[src/rtl/acx_pkg.sv]
package acx_pkg;

  typedef enum logic [1:0] {
    KIND_PLAIN = 2'd0,
    KIND_ROUND = 2'd1,
    KIND_RSAT  = 2'd2,
    KIND_HALF  = 2'd3
  } kind_e;

  // Upper four code bits name the operation; bit 0 names the shift source.
  localparam logic [3:0] GRP_PLAIN = 4'h0;
  localparam logic [3:0] GRP_ROUND = 4'h2;
  localparam logic [3:0] GRP_RSAT  = 4'h3;
  localparam logic [3:0] GRP_HALF  = 4'h7;

endpackage

[src/rtl/acx_decode.sv]
module acx_decode
  import acx_pkg::*;
#(
  parameter int IMM_W   = 5,
  parameter int REG_W   = 32,
  parameter int SHIFT_W = 4
) (
  input  logic [4:0]         op_code,
  input  logic [IMM_W-1:0]   shift_imm,
  input  logic [REG_W-1:0]   shift_reg,
  output kind_e              kind,
  output logic               legal,
  output logic [SHIFT_W-1:0] shamt
);

  logic [3:0] grp;
  assign grp = op_code[4:1];

  always_comb begin
    legal = 1'b1;
    kind  = KIND_PLAIN;
    unique case (grp)
      GRP_PLAIN: kind = KIND_PLAIN;
      GRP_ROUND: kind = KIND_ROUND;
      GRP_RSAT:  kind = KIND_RSAT;
      GRP_HALF:  kind = KIND_HALF;
      default:   legal = 1'b0;
    endcase
  end

  assign shamt = op_code[0] ? shift_reg[SHIFT_W-1:0] : shift_imm[SHIFT_W-1:0];

endmodule

[src/rtl/acx_acc_select.sv]
module acx_acc_select #(
  parameter int NUM_ACC = 4,
  parameter int ACC_W   = 64,
  localparam int SEL_W  = $clog2(NUM_ACC)
) (
  input  logic [NUM_ACC*ACC_W-1:0] acc_flat,
  input  logic [SEL_W-1:0]         acc_sel,
  output logic [ACC_W-1:0]         acc
);

  logic [ACC_W-1:0] slots [NUM_ACC];

  for (genvar g = 0; g < NUM_ACC; g++) begin : g_slot
    assign slots[g] = acc_flat[g*ACC_W +: ACC_W];
  end

  assign acc = slots[acc_sel];

endmodule

[src/rtl/acx_word_path.sv]
module acx_word_path
  import acx_pkg::*;
#(
  parameter int ACC_W   = 64,
  parameter int RES_W   = 32,
  parameter int SHIFT_W = 4
) (
  input  logic [ACC_W-1:0]   acc,
  input  logic [SHIFT_W-1:0] shamt,
  input  kind_e              kind,
  output logic [RES_W-1:0]   res,
  output logic               ovf
);

  // Sign bit, accumulator, guard bit.
  localparam int TW = ACC_W + 2;
  localparam logic [RES_W-1:0] POS_LIM = {1'b0, {(RES_W-1){1'b1}}};
  localparam logic [RES_W-1:0] NEG_LIM = {1'b1, {(RES_W-1){1'b0}}};

  logic signed [TW-1:0] base, trunc_v, rnd_v;
  logic                 pre_ok, post_ok;

  function automatic logic fits(input logic [TW-1:0] x);
    logic [TW-1-RES_W:0] top;
    top  = x[TW-1:RES_W];
    fits = (&top) || (~|top);
  endfunction

  assign base    = {acc[ACC_W-1], acc, 1'b0};
  assign trunc_v = base >>> shamt;
  assign rnd_v   = trunc_v + TW'(1);
  assign pre_ok  = fits(trunc_v);
  assign post_ok = fits(rnd_v);

  always_comb begin
    ovf = !(pre_ok && post_ok);
    unique case (kind)
      KIND_ROUND: res = rnd_v[RES_W:1];
      KIND_RSAT:  res = post_ok ? rnd_v[RES_W:1]
                                : (rnd_v[TW-1] ? NEG_LIM : POS_LIM);
      default:    res = trunc_v[RES_W:1];
    endcase
  end

endmodule

[src/rtl/acx_half_path.sv]
module acx_half_path #(
  parameter int ACC_W   = 64,
  parameter int RES_W   = 32,
  parameter int HALF_W  = 16,
  parameter int SHIFT_W = 4
) (
  input  logic [ACC_W-1:0]   acc,
  input  logic [SHIFT_W-1:0] shamt,
  output logic [RES_W-1:0]   res,
  output logic               ovf
);

  localparam int EXT_W = RES_W - HALF_W;

  logic signed [ACC_W-1:0]  shifted;
  logic [ACC_W-HALF_W:0]    upper;
  logic                     in_range, neg;

  assign shifted  = $signed(acc) >>> shamt;
  assign upper    = shifted[ACC_W-1:HALF_W-1];
  assign in_range = (&upper) || (~|upper);
  assign neg      = shifted[ACC_W-1];
  assign ovf      = !in_range;

  always_comb begin
    if (in_range)
      res = {{EXT_W{shifted[HALF_W-1]}}, shifted[HALF_W-1:0]};
    else
      res = {{(EXT_W+1){neg}}, {(HALF_W-1){~neg}}};
  end

endmodule

[src/rtl/acc_extract.sv]
module acc_extract
  import acx_pkg::*;
#(
  parameter int NUM_ACC = 4,
  parameter int ACC_W   = 64,
  parameter int RES_W   = 32,
  parameter int HALF_W  = 16,
  parameter int IMM_W   = 5,
  parameter int SHIFT_W = 4,
  localparam int SEL_W  = $clog2(NUM_ACC)
) (
  input  logic                     clk,
  input  logic                     rst_n,
  input  logic                     in_valid,
  output logic                     in_ready,
  input  logic [NUM_ACC*ACC_W-1:0] acc_flat,
  input  logic [SEL_W-1:0]         acc_sel,
  input  logic [4:0]               op_code,
  input  logic [IMM_W-1:0]         shift_imm,
  input  logic [RES_W-1:0]         shift_reg,
  output logic                     out_valid,
  input  logic                     out_ready,
  output logic [RES_W-1:0]         result,
  output logic                     ovf_set
);

  kind_e              kind;
  logic               legal;
  logic [SHIFT_W-1:0] shamt;
  logic [ACC_W-1:0]   acc;
  logic [RES_W-1:0]   word_res, half_res, next_res;
  logic               word_ovf, half_ovf, next_ovf;
  logic               flag_q;
  logic               take;

  acx_decode #(.IMM_W(IMM_W), .REG_W(RES_W), .SHIFT_W(SHIFT_W)) u_dec (
    .op_code   (op_code),
    .shift_imm (shift_imm),
    .shift_reg (shift_reg),
    .kind      (kind),
    .legal     (legal),
    .shamt     (shamt)
  );

  acx_acc_select #(.NUM_ACC(NUM_ACC), .ACC_W(ACC_W)) u_sel (
    .acc_flat (acc_flat),
    .acc_sel  (acc_sel),
    .acc      (acc)
  );

  acx_word_path #(.ACC_W(ACC_W), .RES_W(RES_W), .SHIFT_W(SHIFT_W)) u_word (
    .acc   (acc),
    .shamt (shamt),
    .kind  (kind),
    .res   (word_res),
    .ovf   (word_ovf)
  );

  acx_half_path #(.ACC_W(ACC_W), .RES_W(RES_W), .HALF_W(HALF_W), .SHIFT_W(SHIFT_W)) u_half (
    .acc   (acc),
    .shamt (shamt),
    .res   (half_res),
    .ovf   (half_ovf)
  );

  always_comb begin
    if (!legal) begin
      next_res = '0;
      next_ovf = 1'b0;
    end else if (kind == KIND_HALF) begin
      next_res = half_res;
      next_ovf = half_ovf;
    end else begin
      next_res = word_res;
      next_ovf = word_ovf;
    end
  end

  assign in_ready = !out_valid || out_ready;
  assign take     = in_valid && in_ready;

  always_ff @(posedge clk) begin
    if (!rst_n) begin
      out_valid <= 1'b0;
      result    <= '0;
      flag_q    <= 1'b0;
    end else if (take) begin
      out_valid <= 1'b1;
      result    <= next_res;
      flag_q    <= next_ovf;
    end else if (out_ready) begin
      out_valid <= 1'b0;
      flag_q    <= 1'b0;
    end
  end

  assign ovf_set = out_valid && out_ready && flag_q;

endmodule

[config.mk]
export PLATFORM = sky130hd
export DESIGN_NAME = acc_extract
export DESIGN_NICKNAME = d
export VERILOG_FILES = /design/src/rtl/acx_pkg.sv /design/src/rtl/acx_decode.sv /design/src/rtl/acx_acc_select.sv /design/src/rtl/acx_word_path.sv /design/src/rtl/acx_half_path.sv /design/src/rtl/acc_extract.sv
export SDC_FILE = /design/constraint.sdc
export NUM_CORES = 1
export LEC_CHECK = 0
export ABC_AREA = 1
export BUFFER_PORTS_ARGS = -buffer_cell sky130_fd_sc_hd__clkbuf_2
export CELL_PAD_IN_SITES_DETAIL_PLACEMENT = 1
export CELL_PAD_IN_SITES_GLOBAL_PLACEMENT = 2
export CORE_MARGIN = 2
export CORE_UTILIZATION = 28
export DETAILED_ROUTE_END_ITERATION = 10
export GPL_TIMING_DRIVEN = 0
export PLACE_DENSITY_LB_ADDON = 0.1
export SLEW_MARGIN = 5
export SYNTH_ARGS = -nofsm -noshare
export SYNTH_HDL_FRONTEND = slang
export SYNTH_HIERARCHICAL = 1
export SYNTH_SLANG_ARGS = --single-unit
export TNS_END_PERCENT = 20
[constraint.sdc]
create_clock -name clk -period 12.77 [get_ports clk]
set_input_delay 2.554 -clock clk [delete_from_list [all_inputs] [get_ports clk]]
set_output_delay 2.554 -clock clk [all_outputs]
set_load 0.02 [all_outputs]
**Word level (Yosys, flattened, before mapping)**

Cells that the tools add are included.

- Output and inout port bits: 35
- Logic and storage cells: 55
- Bits of input ports: 304
- Bits in registers: 34

- Magnitude comparators: 1
- Bitwise logic cells: 2
- Add/subtract/negate cells: 1
- Eq/ne operators: 6
- Shifts and indexed selects: 2
- Reduce and logical (&&, ||, !) cells: 23
- Mux-type cells: 17

Operators with widths:

| cell | count |
|---|---|
| $mux W32 | 5 |
| $bmux W64 S2 | 1 |
| $mux W64 | 2 |
| $reduce_and A34 Y1 | 2 |
| $reduce_or A34 Y1 | 2 |
| $add A66 B2 Y66 const B | 1 |
| $sshr A65 B4 Y66 | 1 |
| $pmux W32 S2 | 1 |
| $sshr A64 B4 Y64 | 1 |
| $reduce_and A49 Y1 | 1 |
| $reduce_or A49 Y1 | 1 |
| $eq A4 B2 Y1 const B | 2 |
| $logic_not A1 Y1 | 6 |
| $mux W1 | 6 |
| $pmux W2 S3 | 1 |
| $eq A2 B2 Y1 const B | 2 |
| $eq A4 B3 Y1 const B | 1 |
| $logic_and A1 B1 Y1 | 4 |
| $logic_not A4 Y1 | 1 |
| $logic_or A1 B1 Y1 | 4 |
| $mux W4 | 1 |
| $reduce_or A4 Y1 | 1 |
| $ge A3 B3 Y1 const B | 1 |
| $not A2 Y3 | 1 |
| other kinds (3) | 3 |

**Depth between registers and ports, before layout**

- Depth after elaboration: 14
- Mapped depth: 38
- Mapped depth without buffers: 35

**By module**

Netlist, hierarchy kept.

Modules (own cells, without submodules):

| module | seq. area each (µm²) | area each (µm²) | times used | cells each |
|---|---|---|---|---|
| acx_word_path | 0.0 | 7654.8 | 1 | 1769 |
| acx_half_path | 0.0 | 3928.8 | 1 | 877 |
| acx_acc_select | 0.0 | 3020.4 | 1 | 747 |
| acc_extract | 680.7 | 2160.8 | 1 | 359 |
| acx_decode | 0.0 | 111.4 | 1 | 28 |

**Least setup slack after synthesis**

Ideal clock, no wire load.

- Path type: input to register
- Start point: in shift_imm[0]
- End point: reg result[10]
- Library setup time: 0.128 ns
- Buffers on the path: 3
- Stages: 33
- Arrival time: 5.942 ns
- Required time: 12.642 ns
- Path slack: 6.700 ns
- Path through: inv_1 > o21ai_0 > buf_4 > buf_6 > nand2_1 > nand3_1 > nand3_1 > nand2_1 > nand2_1 > nand2_1 > ha_1 > nand3_1 > nor2_1 > nand2_1 > nor2_1 > nand3_1 > nand2_1 > nand2_1 > nor2_1 > nand2_1 > nor2_1 > nand3_1 > nand2_1 > buf_4 > a21oi_1 > nand2_1 > nand2_1 > inv_1 > nand2_2 > nand2_1 > nor2_1 > nor2_1 > nor2_1

- Cells in the longest elaborated chain, start to end: 10

Ends and longest elaborated chain:

| element | line | source |
|---|---|---|
| start, declared | acc_extract.sv:19 | `input logic [IMM_W-1:0] shift_imm,` |
| $mux W4 (*) | acx_decode.sv:31 | `assign shamt = op_code[0] ? shift_reg[SHIFT_W-1:0] : shift_imm[SHIFT_W-1:0];` |
| named net shamt[0] | acc_extract.sv:29 | `logic [SHIFT_W-1:0] shamt;` |
| $sshr A65 B4 Y66 (*) | acx_word_path.sv:30 | `assign trunc_v = base >>> shamt;` |
| $add A66 B2 Y66 | acx_word_path.sv:31 | `assign rnd_v = trunc_v + TW'(1);` |
| $reduce_or A34 Y1 | acx_word_path.sv:26 | `fits = (&top) \|\| (~\|top);` |
| $logic_not A1 Y1 | acx_word_path.sv:26 |  |
| $logic_or A1 B1 Y1 | acx_word_path.sv:26 |  |
| $mux W32 | acx_word_path.sv:39 | `KIND_RSAT: res = post_ok ? rnd_v[RES_W:1]` |
| $pmux W32 S2 (*) | acx_word_path.sv:37 | `unique case (kind)` |
| named net word_res[10] | acc_extract.sv:31 | `logic [RES_W-1:0] word_res, half_res, next_res;` |
| $mux W32 (*) | acc_extract.sv:70 | `end else if (kind == KIND_HALF) begin` |
| $mux W32 (*) | acc_extract.sv:67 | `if (!legal) begin` |
| end signal, assigned | acc_extract.sv:89 | `result <= next_res;` |
| end, declared | acc_extract.sv:23 | `output logic [RES_W-1:0] result,` |

Mark *: on every way through the listed nets, which the timed path passes. The rest lies on a longest branch.
A chain may end at the register's enable or synchronous reset.

**Final worst setup path**

- Start point: in acc_sel[1]
- End point: reg flag_q

- Cells in the longest elaborated chain, start to end: 14

Ends and longest elaborated chain:

| element | line | source |
|---|---|---|
| start, declared | acc_extract.sv:17 | `input logic [SEL_W-1:0] acc_sel,` |
| $not A2 Y3 (implied by the code) (*) | acx_acc_select.sv:17 | `assign acc = slots[acc_sel];` |
| $bmux W64 S2 (*) | acx_acc_select.sv:17 |  |
| $mux W64 (implied by the code) (*) (2 in a row) | acx_acc_select.sv:17 |  |
| named net acc[3] | acc_extract.sv:30 | `logic [ACC_W-1:0] acc;` |
| $sshr A65 B4 Y66 (*) | acx_word_path.sv:30 |  |
| $add A66 B2 Y66 | acx_word_path.sv:31 |  |
| $reduce_or A34 Y1 | acx_word_path.sv:26 |  |
| $logic_not A1 Y1 | acx_word_path.sv:26 |  |
| $logic_or A1 B1 Y1 | acx_word_path.sv:26 |  |
| $logic_and A1 B1 Y1 (*) | acx_word_path.sv:36 | `ovf = !(pre_ok && post_ok);` |
| $logic_not A1 Y1 (*) | acx_word_path.sv:36 |  |
| named net word_ovf | acc_extract.sv:32 | `logic word_ovf, half_ovf, next_ovf;` |
| $mux W1 (*) | acc_extract.sv:70 |  |
| $mux W1 (*) | acc_extract.sv:67 |  |
| $mux W1 (*) | acc_extract.sv:87 | `end else if (take) begin` |
| end signal, assigned | acc_extract.sv:90 | `flag_q <= next_ovf;` |
| end, declared | acc_extract.sv:33 | `logic flag_q;` |

Mark *: on every way through the listed nets, which the timed path passes. The rest lies on a longest branch. The select of a mux whose other input is x is not followed.

==> metrics.md <==
| Metric | Value |
|---|---|
| CTS Hold Bufs | 0 |
| Setup TNS | 0 ps |
| Port bufs | 309 |
| First-pass GRT wire length | 158 mm |
| Final Hold Fails | 0 |
| Synth Net Count | 4088 |
| VDD IR-drop max | 0.0502 mV |
| Req. time, crit path | 12920 ps |
| # setup viols final | 0 |
| Slowest CP cell | nand2_1 |
| FF-to-FF Start | out_valid$_SDFFE_PN0P_ |
| Cell Rows | 89 |
| Worst-Margin Slew | 1060 ps |
| Min-delay src | result[26]$_SDFFE_PN0P_ |
| Fill cells | 8927 |
| GP Congestion | 0.998 |
| Yosys warns | 6 |
| Detailed Route WL | 106 mm |
| Setup Skew | 6.47 ps |
| Global Route Usage Sum | 0.331 |
| Boundary pin count | 339 |
| Minimum setup slack among reg-to-reg paths | 11570 ps |
| Most numerous cell on the critical path | nand2_1 |
| Final Instance Area | 19500 um2 |
| Pleak | 0.0115 uW |
| Sequential fraction of the synthesis area | 0.0403 |
| Cells after synthesis | 3780 |
| Die outline height | 250 um |
| Hold Path Class | reg2reg |
| Final cycle utilization of the critical path | 0.656 |
| Setup crit start kind | input pin |
| Power Density | 71.3 nW/um2 |
| Drt pass-1 iters | 5 |
| Min cycle time layout | 8380 ps |
| # Post-CTS Setup Buffers | 0 |
| Worst Hold Path EP | result[26]$_SDFFE_PN0P_ |
| Drt wl/cell | 21.7 um |
| CTS root buffer | clkbuf_16 |
| Nets | 4404 |
| Core Area | 59400 um2 |
| Slowest Stage Delay on Critical Path | 480 ps |
| Die ar. | 62300 um2 |
| Crit. End Element | flop |
| Vias in the first global route | 24940 |
| Die width | 250 um |
| Area grow syn2layout | 15.8% |
| Antenna viol nets, final | 0 |
| Status | finished, final reports clean |
| Placed Area | 19400 um2 |
| Max Freq | 0.119 GHz |
| Core Util, Final | 0.329 |
| Max-slew headroom at the worst pin | 0.290 |
| Worst Path Arrival | 8530 ps |
| Worst Setup Path Type | in2reg |
| Clk_lat worst skew | 280 ps |
| Vias/cell | 5.23 |
| Synthesized area | 16900 um2 |
| Setup Slack @ Placement | 4410 ps |
| Drt drc | 0 |
| #FFs+latches synth | 34 |
| Worst Setup SP | acc_sel[1] |
| CTS resizes | 0 |
| Worst-path maximum fanout | 10 |
| RSZ-0062 raised after global routing | no |
| Register clock-pin slew on the reported worst setup and hold paths | 60 ps |
| MaxCap Viol Count | 0 |
| Worst R2R End | result[7]$_SDFFE_PN0P_ |
| Initial antenna violation count | 2 |
| Area of the multi-input gates | 13300 um2 |
| Cts bufs inserted | 5 |
| Initial drt markers | 2325 |
| Overflow after GRT | 0 |
| Max-slew violation count | 0 |
| Num Clock Sinks | 34 |
| Max clock buf depth | 2 |
| Initial core utilization | 0.284 |
| Sequential cell area | 681 um2 |
| Setup ws final | 4390 ps |
| Largest net degree at the start of global routing | 18 |
| Unique cell type count in the Yosys netlist | 37 |
| Avg Inst Size Synth | 4.46 um2 |
| CTS H-Tree Depth | 2 |
| Vias | 25506 |
| WHS Path Cells | 2 |
| Reg2Reg Depth | 6 |
| CTS tree | built |
| DP Wirelength | 90.6 mm |
| Layout cells sized above 1 | 0.132 |
sequential cells by signal, indices dropped and copies added (netlist names):
name,cells
flag_q,1
result,32
out_valid,1
worst max path at each step:
stage / to / slack [ps]
2_1_floorplan: result[10]$_SDFFE_PN0P_ / 6700
3_3_place_gp: result[1]$_SDFFE_PN0P_ / 4430
3_5_place_dp: result[30]$_SDFFE_PN0P_ / 4410
4_1_cts: result[30]$_SDFFE_PN0P_ / 4670
5_1_grt: result[30]$_SDFFE_PN0P_ / 4120
6_report: flag_q$_SDFFE_PN0P_ / 4390
routing by layer:
| layer | global-route usage | share of wire | vias up |
|---|---|---|---|
| met1 | 0.496 | 0.49 | 12155 |
| met3 | 0.0340 | 0.070 | 83 |
| met4 | 0.0515 | 0.015 | 0 |
| met5 | 0 | 0 | - |
| met2 | 0.514 | 0.42 | 888 |
| li1 | - | - | 12380 |
kinds of logic after synthesis:
family | share of synthesized area
multiplexers | 0.00356
flip-flops | 0.0403
AND/OR/NAND/NOR | 0.733
XOR/XNOR | 0.0161
AO/OA/AOI/OAI | 0.0340
buffers and inverters | 0.171
adder cells (fa/ha/maj) | 0.00297
critical path, delay by kind of cell:
| kind | cells | cell delay, ps |
|---|---|---|
| and+or+nand+nor | 23 | 4150 |
| AOI/OAI and AO/OA | 2 | 380 |
| adders and majority gates | 1 | 350 |
| buffers and inverters | 4 | 1060 |
where the power goes:
group | leakage [uW] | internal, uW | switching, uW | total [uW]
registers | 0.000275 | 110 | 1.82 | 111
logic | 0.0111 | 318 | 843 | 1160
clock network | 0.0000739 | 77.3 | 45.0 | 122
total | 0.0115 | 505 | 890 | 1390
stage by stage:
stage / hold WS, ps / total power [uW] / cells
4_1_cts: 473 / 1370 / 4870
2_1_floorplan: 461 / 831 / 3780
3_5_place_dp: 465 / 1240 / 4862
5_1_grt: 492 / 1510 / 4872
3_3_place_gp: 457 / 1230 / 4862
6_report: 472 / 1390 / 4874
area by class of cell:
cell class | count | area share
repair buffers | 309 | 0.0791
clock inverters | 1 | 0.000256
well taps | 773 | 0.0495
diodes | 4 | 0.000512
clock buffers | 7 | 0.00730
flip-flops and latches | 34 | 0.0348
inverters | 446 | 0.0859
plain buffers | 214 | 0.0613
multi-input cells | 3086 | 0.681
cells in the final DEF (no fill, tap or decap), drive strengths merged:
cell,count
buf,177
clkinv,3
nand2,1708
a22o,2
o31ai,1
diode,4
inv,444
xor2,31
mux2i,6
dfxtp,34
o21ai,50
a21oi,52
a31oi,1
nor2,370
a41oi,1
o41ai,1
nand3,833
clkbuf,353
ha,4
o211ai,1
nand4,12
a21o,1
nor3,2
nand2b,1
nand3b,4
nor4,5
cells in the mapped netlist (all sizes together):
cell / number / area share
a21o: 1 / 0.00045
a21oi: 52 / 0.015
a22o: 2 / 0.0010
a31oi: 1 / 0.00037
a41oi: 1 / 0.00052
buf: 177 / 0.063
clkbuf: 37 / 0.0082
clkinv: 2 / 0.00045
dfxtp: 34 / 0.040
ha: 4 / 0.0030
inv: 444 / 0.099
mux2i: 6 / 0.0036
nand2: 1708 / 0.39
nand2b: 1 / 0.00037
nand3: 833 / 0.25
nand3b: 4 / 0.0018
nand4: 12 / 0.0044
nor2: 370 / 0.090
nor3: 2 / 0.00059
nor4: 5 / 0.0019
o211ai: 1 / 0.00045
o21ai: 50 / 0.015
o31ai: 1 / 0.00045
o41ai: 1 / 0.00052
xor2: 31 / 0.016
Power figures use the tool's default switching activity.
